### config.mk
export PLATFORM = sky130hd
export DESIGN_NAME = cond_branch_unit
export DESIGN_NICKNAME = d
export VERILOG_FILES = /design/src/rtl/cond_branch_pkg.sv /design/src/rtl/cond_branch_ctrl.sv /design/src/rtl/cond_branch_dp.sv /design/src/rtl/cond_branch_unit.sv
export SDC_FILE = /design/constraint.sdc
export NUM_CORES = 1
export LEC_CHECK = 0
export BUFFER_PORTS_ARGS = -buffer_cell sky130_fd_sc_hd__buf_4
export CORE_UTILIZATION = 30
export CTS_CLUSTER_SIZE = 12
export DETAILED_ROUTE_END_ITERATION = 8
export GPL_TIMING_DRIVEN = 0
export SETUP_SLACK_MARGIN = 0.3
export SLEW_MARGIN = 10
export SYNTH_ARGS = -nofsm -noshare
export SYNTH_HDL_FRONTEND = slang
export SYNTH_SLANG_ARGS = --single-unit
### constraint.sdc
create_clock -name clk -period 7.23 [get_ports clk]
set_input_delay 1.8075 -clock clk [delete_from_list [all_inputs] [get_ports clk]]
set_output_delay 1.8075 -clock clk [all_outputs]
set_load 0.01 [all_outputs]
### src/rtl/cond_branch_pkg.sv
package cond_branch_pkg;

  // Status flags as seen by the evaluator
  typedef struct packed {
    logic z;
    logic s;
    logic ov;
    logic cy;
    logic sat;
  } statusFlags_t;

  // Strobes from control to the PC datapath
  typedef struct packed {
    logic loadPc;
    logic takeBranch;
  } pcCtrl_t;

  // Selector whose upper-half meaning is not an inversion
  localparam logic [3:0] SEL_SAT    = 4'hD;
  localparam logic [2:0] SEL_ALWAYS = 3'd5;

endpackage

### src/rtl/cond_branch_ctrl.sv
module cond_branch_ctrl
  import cond_branch_pkg::*;
#(
  parameter int CC_W = 4
) (
  input  logic [CC_W-1:0] condCode,
  input  statusFlags_t    flags,
  input  logic            brValid,
  output logic            condBit,
  output pcCtrl_t         ctrl
);

  localparam int BASE_N = 1 << (CC_W - 1);

  logic [BASE_N-1:0] baseHit;
  logic              signedLess;
  logic              baseSel;
  logic              invertSel;

  assign signedLess = flags.s ^ flags.ov;

  // Primary condition table, indexed by the low selector bits
  always_comb begin
    baseHit    = '0;
    baseHit[0] = flags.ov;
    baseHit[1] = flags.cy;
    baseHit[2] = flags.z;
    baseHit[3] = flags.cy | flags.z;
    baseHit[4] = flags.s;
    baseHit[5] = 1'b1;
    baseHit[6] = signedLess;
    baseHit[7] = signedLess | flags.z;
  end

  assign baseSel   = baseHit[condCode[CC_W-2:0]];
  assign invertSel = condCode[CC_W-1];

  always_comb begin
    if (condCode == SEL_SAT) condBit = flags.sat;
    else                     condBit = baseSel ^ invertSel;
  end

  assign ctrl.loadPc     = brValid;
  assign ctrl.takeBranch = condBit;

endmodule

### src/rtl/cond_branch_dp.sv
module cond_branch_dp
  import cond_branch_pkg::*;
#(
  parameter int PC_W   = 32,
  parameter int DISP_W = 9,
  parameter int RES_W  = 32,
  parameter int STEP   = 2
) (
  input  logic              clk,
  input  logic              rstN,
  input  pcCtrl_t           ctrl,
  input  logic              condBit,
  input  logic [PC_W-1:0]   curPc,
  input  logic [DISP_W-1:0] disp,
  output logic [RES_W-1:0]  setfResult,
  output logic [PC_W-1:0]   nextPc
);

  localparam int EXT_W = PC_W - DISP_W;
  localparam logic [PC_W-1:0] ALIGN_MASK = ~(PC_W'(1));

  logic [PC_W-1:0] dispFull;
  logic [PC_W-1:0] dispAligned;
  logic [PC_W-1:0] takenPc;
  logic [PC_W-1:0] seqPc;
  logic [PC_W-1:0] pcD;

  assign dispFull    = {{EXT_W{disp[DISP_W-1]}}, disp};
  assign dispAligned = dispFull & ALIGN_MASK;
  assign takenPc     = curPc + dispAligned;
  assign seqPc       = curPc + PC_W'(STEP);
  assign pcD         = ctrl.takeBranch ? takenPc : seqPc;

  always_ff @(posedge clk) begin
    if (!rstN)            nextPc <= '0;
    else if (ctrl.loadPc) nextPc <= pcD;
  end

  assign setfResult = {{(RES_W-1){1'b0}}, condBit};

endmodule

### src/rtl/cond_branch_unit.sv
module cond_branch_unit
  import cond_branch_pkg::*;
#(
  parameter int PC_W   = 32,
  parameter int DISP_W = 9,
  parameter int CC_W   = 4,
  parameter int RES_W  = 32
) (
  input  logic              clk,
  input  logic              rstN,
  input  logic [CC_W-1:0]   condCode,
  input  logic              flagZ,
  input  logic              flagS,
  input  logic              flagOv,
  input  logic              flagCy,
  input  logic              flagSat,
  input  logic [PC_W-1:0]   curPc,
  input  logic [DISP_W-1:0] disp,
  input  logic              brValid,
  output logic              condBit,
  output logic [RES_W-1:0]  setfResult,
  output logic [PC_W-1:0]   nextPc
);

  statusFlags_t flags;
  pcCtrl_t      ctrl;

  assign flags = '{z: flagZ, s: flagS, ov: flagOv, cy: flagCy, sat: flagSat};

  cond_branch_ctrl #(.CC_W(CC_W)) u_ctrl (
    .condCode (condCode),
    .flags    (flags),
    .brValid  (brValid),
    .condBit  (condBit),
    .ctrl     (ctrl)
  );

  cond_branch_dp #(
    .PC_W   (PC_W),
    .DISP_W (DISP_W),
    .RES_W  (RES_W),
    .STEP   (2)
  ) u_dp (
    .clk        (clk),
    .rstN       (rstN),
    .ctrl       (ctrl),
    .condBit    (condBit),
    .curPc      (curPc),
    .disp       (disp),
    .setfResult (setfResult),
    .nextPc     (nextPc)
  );

endmodule

==> results.sh <==
export IMPL_layout_nets=565
export IMPL_crit_top_cell="and2_1"
export IMPL_fin_crit_ns=5.39
export IMPL_rrSetupSlack_ns=6.33
export IMPL_setup_viol=0
export IMPL_rsz0062_at_grt="no"
export IMPL_fmax_mhz=185
export IMPL_critical_path_arrival_ns=5.58
export IMPL_cts_buffers=5
export IMPL_dieWidth_um=101
export IMPL_worst_slew_pin_slew_ns=0.719
export IMPL_die_h_um=101
export IMPL_cts_root_buf="clkbuf_8"
export IMPL_top_register="u_dp.nextPc"
export IMPL_grt_usage_pct=19.9
export IMPL_critPathMaxFanout=9
export IMPL_portBuffers=80
export IMPL_antenna_found_initial=0
export IMPL_via_per_inst=5.33
export IMPL_ys_warn_count=0
export IMPL_cts_resized=0
export IMPL_ys_ff_latch=32
export IMPL_outcome="completed"
export IMPL_leakagePower_nw=1.68
export IMPL_clockBufferDepth=2
export IMPL_final_cell_mix="buf_4, nand3_1, dfxtp_1, conb_1, nand2_1"
export IMPL_wl_per_cell_um=15.8
export IMPL_gp_congestion=0.935
export IMPL_final_max_slew_viol_count=0
export IMPL_fin_cells=634
export IMPL_worstHoldPathType="register to register"
export IMPL_end_kind="register"
export IMPL_start_util_pct=31.3
export IMPL_synth_avg_cell_area_um2=7.54
export IMPL_finalCritPeriodShare_pct=74.6
export IMPL_muxShareOfSynthArea_pct=2.06
export IMPL_async_reset_ff_share_pct=0
export IMPL_drc=0
export IMPL_path_buf_inv=2
export IMPL_grt_pass1_vias=3106
export IMPL_drt_pass1_iterations=5
export IMPL_grt_util_met2_pct=33.7
export IMPL_ir_drop_mv=0.0725
export IMPL_synth_edf_count=0
export IMPL_drive_gt1_share_pct=26.5
export IMPL_dieArea_um2=10100
export IMPL_core_area_um2=9330
export IMPL_dpl_instance_area_um2=3790
export IMPL_dp_cells=626
export IMPL_grt_pass1_wl_mm=15.9
export IMPL_finalHoldViolCount=0
export IMPL_ys_seq_area_share_pct=22.0
export IMPL_slowest_delay_ns=0.49
export IMPL_syn_area_um2=2920
export IMPL_crit_family="simple AND/OR/NAND/NOR gates"
export IMPL_ios=118
export IMPL_synthToLayoutAreaGrowth_pct=33.2
export IMPL_cts_tree="yes"
export IMPL_grt_overflow=0
export IMPL_p_per_area_nw_per_um2=142
export IMPL_clkSinkCount=32
export IMPL_use_met3_pct=3.54
export IMPL_synth_fa_ha_area_share_pct=3.69
export IMPL_ctsHoldBuffers=0
export IMPL_clk_latency_ns=0.28
export IMPL_cp_slowest_cell="or4_1"
export IMPL_crit_path_cell_trace="buf_4 -> and3b_1 -> a2111o_1 -> o211ai_1 -> nand2_1 -> and2_1 -> fa_1 -> a211oi_1 -> o21bai_1 -> and2_1 -> clkbuf_1 -> or4_1 -> nor4_1 -> o2111ai_1 -> o311ai_0"
export IMPL_drtAntennaViolNets=0
export IMPL_synth_simple_gate_area_share_pct=34.5
export IMPL_critPathRequiredTime_ns=7.42
export IMPL_post_cts_setup_buffer_count=0
export IMPL_ys_types=64
export IMPL_synth_xor_area_share_pct=3.30
export IMPL_grt_use_met1_pct=26.0
export IMPL_clk_pin_slew_worst_paths_ns=0.08
export IMPL_placementRows=35
export IMPL_fin_tns_setup_ns=0
export IMPL_via_count=3378
export IMPL_totalPowerFinal_w=0.000553
export IMPL_fin_area_um2=3880
export IMPL_globalRoute_busiestLayer="met2"
export IMPL_grt_max_degree=11
export IMPL_biggestRegsByFlops="u_dp.nextPc x32"
export IMPL_slew_headroom_pct=51.6
export IMPL_synth_compound_area_share_pct=21.7
export IMPL_postSynthCellCount=387
export IMPL_drv_cap=0
export IMPL_finClkSkew_ns=0
export IMPL_largest_register_ffs=32
export IMPL_htree_levels=2
export IMPL_synth_top_family_by_area="simple AND/OR/NAND/NOR gates"
export IMPL_cp_start_kind="primary input"
export IMPL_hpwl_mm=7.80
export IMPL_yosys_most_used_dff="dfxtp_1"
export IMPL_first_iter_violations=208
export IMPL_drt_wl_total_mm=10.0
export IMPL_whs_ns=0.470
export IMPL_worst_setup_path_type="primary input to register"
export IMPL_antennaDiodeCount=0
export IMPL_final_common_cell="buf_4"
## final timing paths
kind,start,endpoint,cells past startpoint
worst max-delay path,condCode[1],u_dp.nextPc[13],15
worst min-delay path,u_dp.nextPc[30],u_dp.nextPc[30],2
worst max register to register,u_dp.nextPc[10],u_dp.nextPc[10],2
worst min register to register,u_dp.nextPc[30],u_dp.nextPc[30],2
## final cells by class
cell class / instances / area [um2]
buffer: 55 / 333
clock buffer: 6 / 82.6
clock inverter: 2 / 10.0
fill: 998 / 5440
inverter: 10 / 37.5
multi-input combinational: 320 / 2020
sequential: 32 / 641
tap: 129 / 161
timing repair buffer: 80 / 601
## power breakdown
part	leakage (nW)	total [W]	switching [W]	internal, W
combinational	1.37	0.000204	0.000115	0.0000895
sequential	0.264	0.000197	0.00000732	0.000190
clock	0.0510	0.000152	0.0000754	0.0000762
## cells in the mapped netlist (7+ instances only)
library cell | n | share of area (%)
xnor2_1 | 9 | 2.7
nor3_1 | 19 | 3.3
nand3_1 | 32 | 5.5
clkbuf_1 | 17 | 2.2
buf_4 | 32 | 8.2
inv_1 | 8 | 1.0
or3_1 | 8 | 1.7
nor4_1 | 8 | 1.7
o21ai_0 | 13 | 2.2
nor2_1 | 22 | 2.8
nand4_1 | 13 | 2.8
dfxtp_1 | 32 | 22
and3_1 | 17 | 3.6
a21oi_1 | 9 | 1.5
and2_1 | 9 | 1.9
ha_1 | 7 | 3.0
nand2_1 | 24 | 3.1
## worst reg2reg max path, delay by kind of cell (launching register included)
kind	cells	cell delay [ns]
and+or+nand+nor	1	0.17
AOI/OAI and AO/OA	1	0.30
DFF	1	0.32
## per-layer routing
metal	share of wire (%)	vias to the layer above	wire (um)
met2	46	160	4650
met1	45	1566	4500
met3	7.6	12	760
met5	0	-	0
met4	1.2	0	121
li1	-	1640	-
## cell families after synthesis
| kind of cell | count (synthesis) |
|---|---|
| simple gates | 181 |
| compound gates | 83 |
| buf+inv | 65 |
| flops | 32 |
| xor+xnor | 11 |
| fa+ha+maj | 8 |
| mux | 6 |
| other cells | 1 |
## metrics by stage
stage | setup slack (ns) | utilization (%)
after floorplan | 2.16 | -
after global placement | 1.62 | 40.6
after detailed placement | 1.58 | 40.6
after CTS | 1.84 | 41.6
after global routing | 1.47 | 41.6
final | 1.84 | 41.6
No activity file was read; power rests on OpenSTA's default activity.
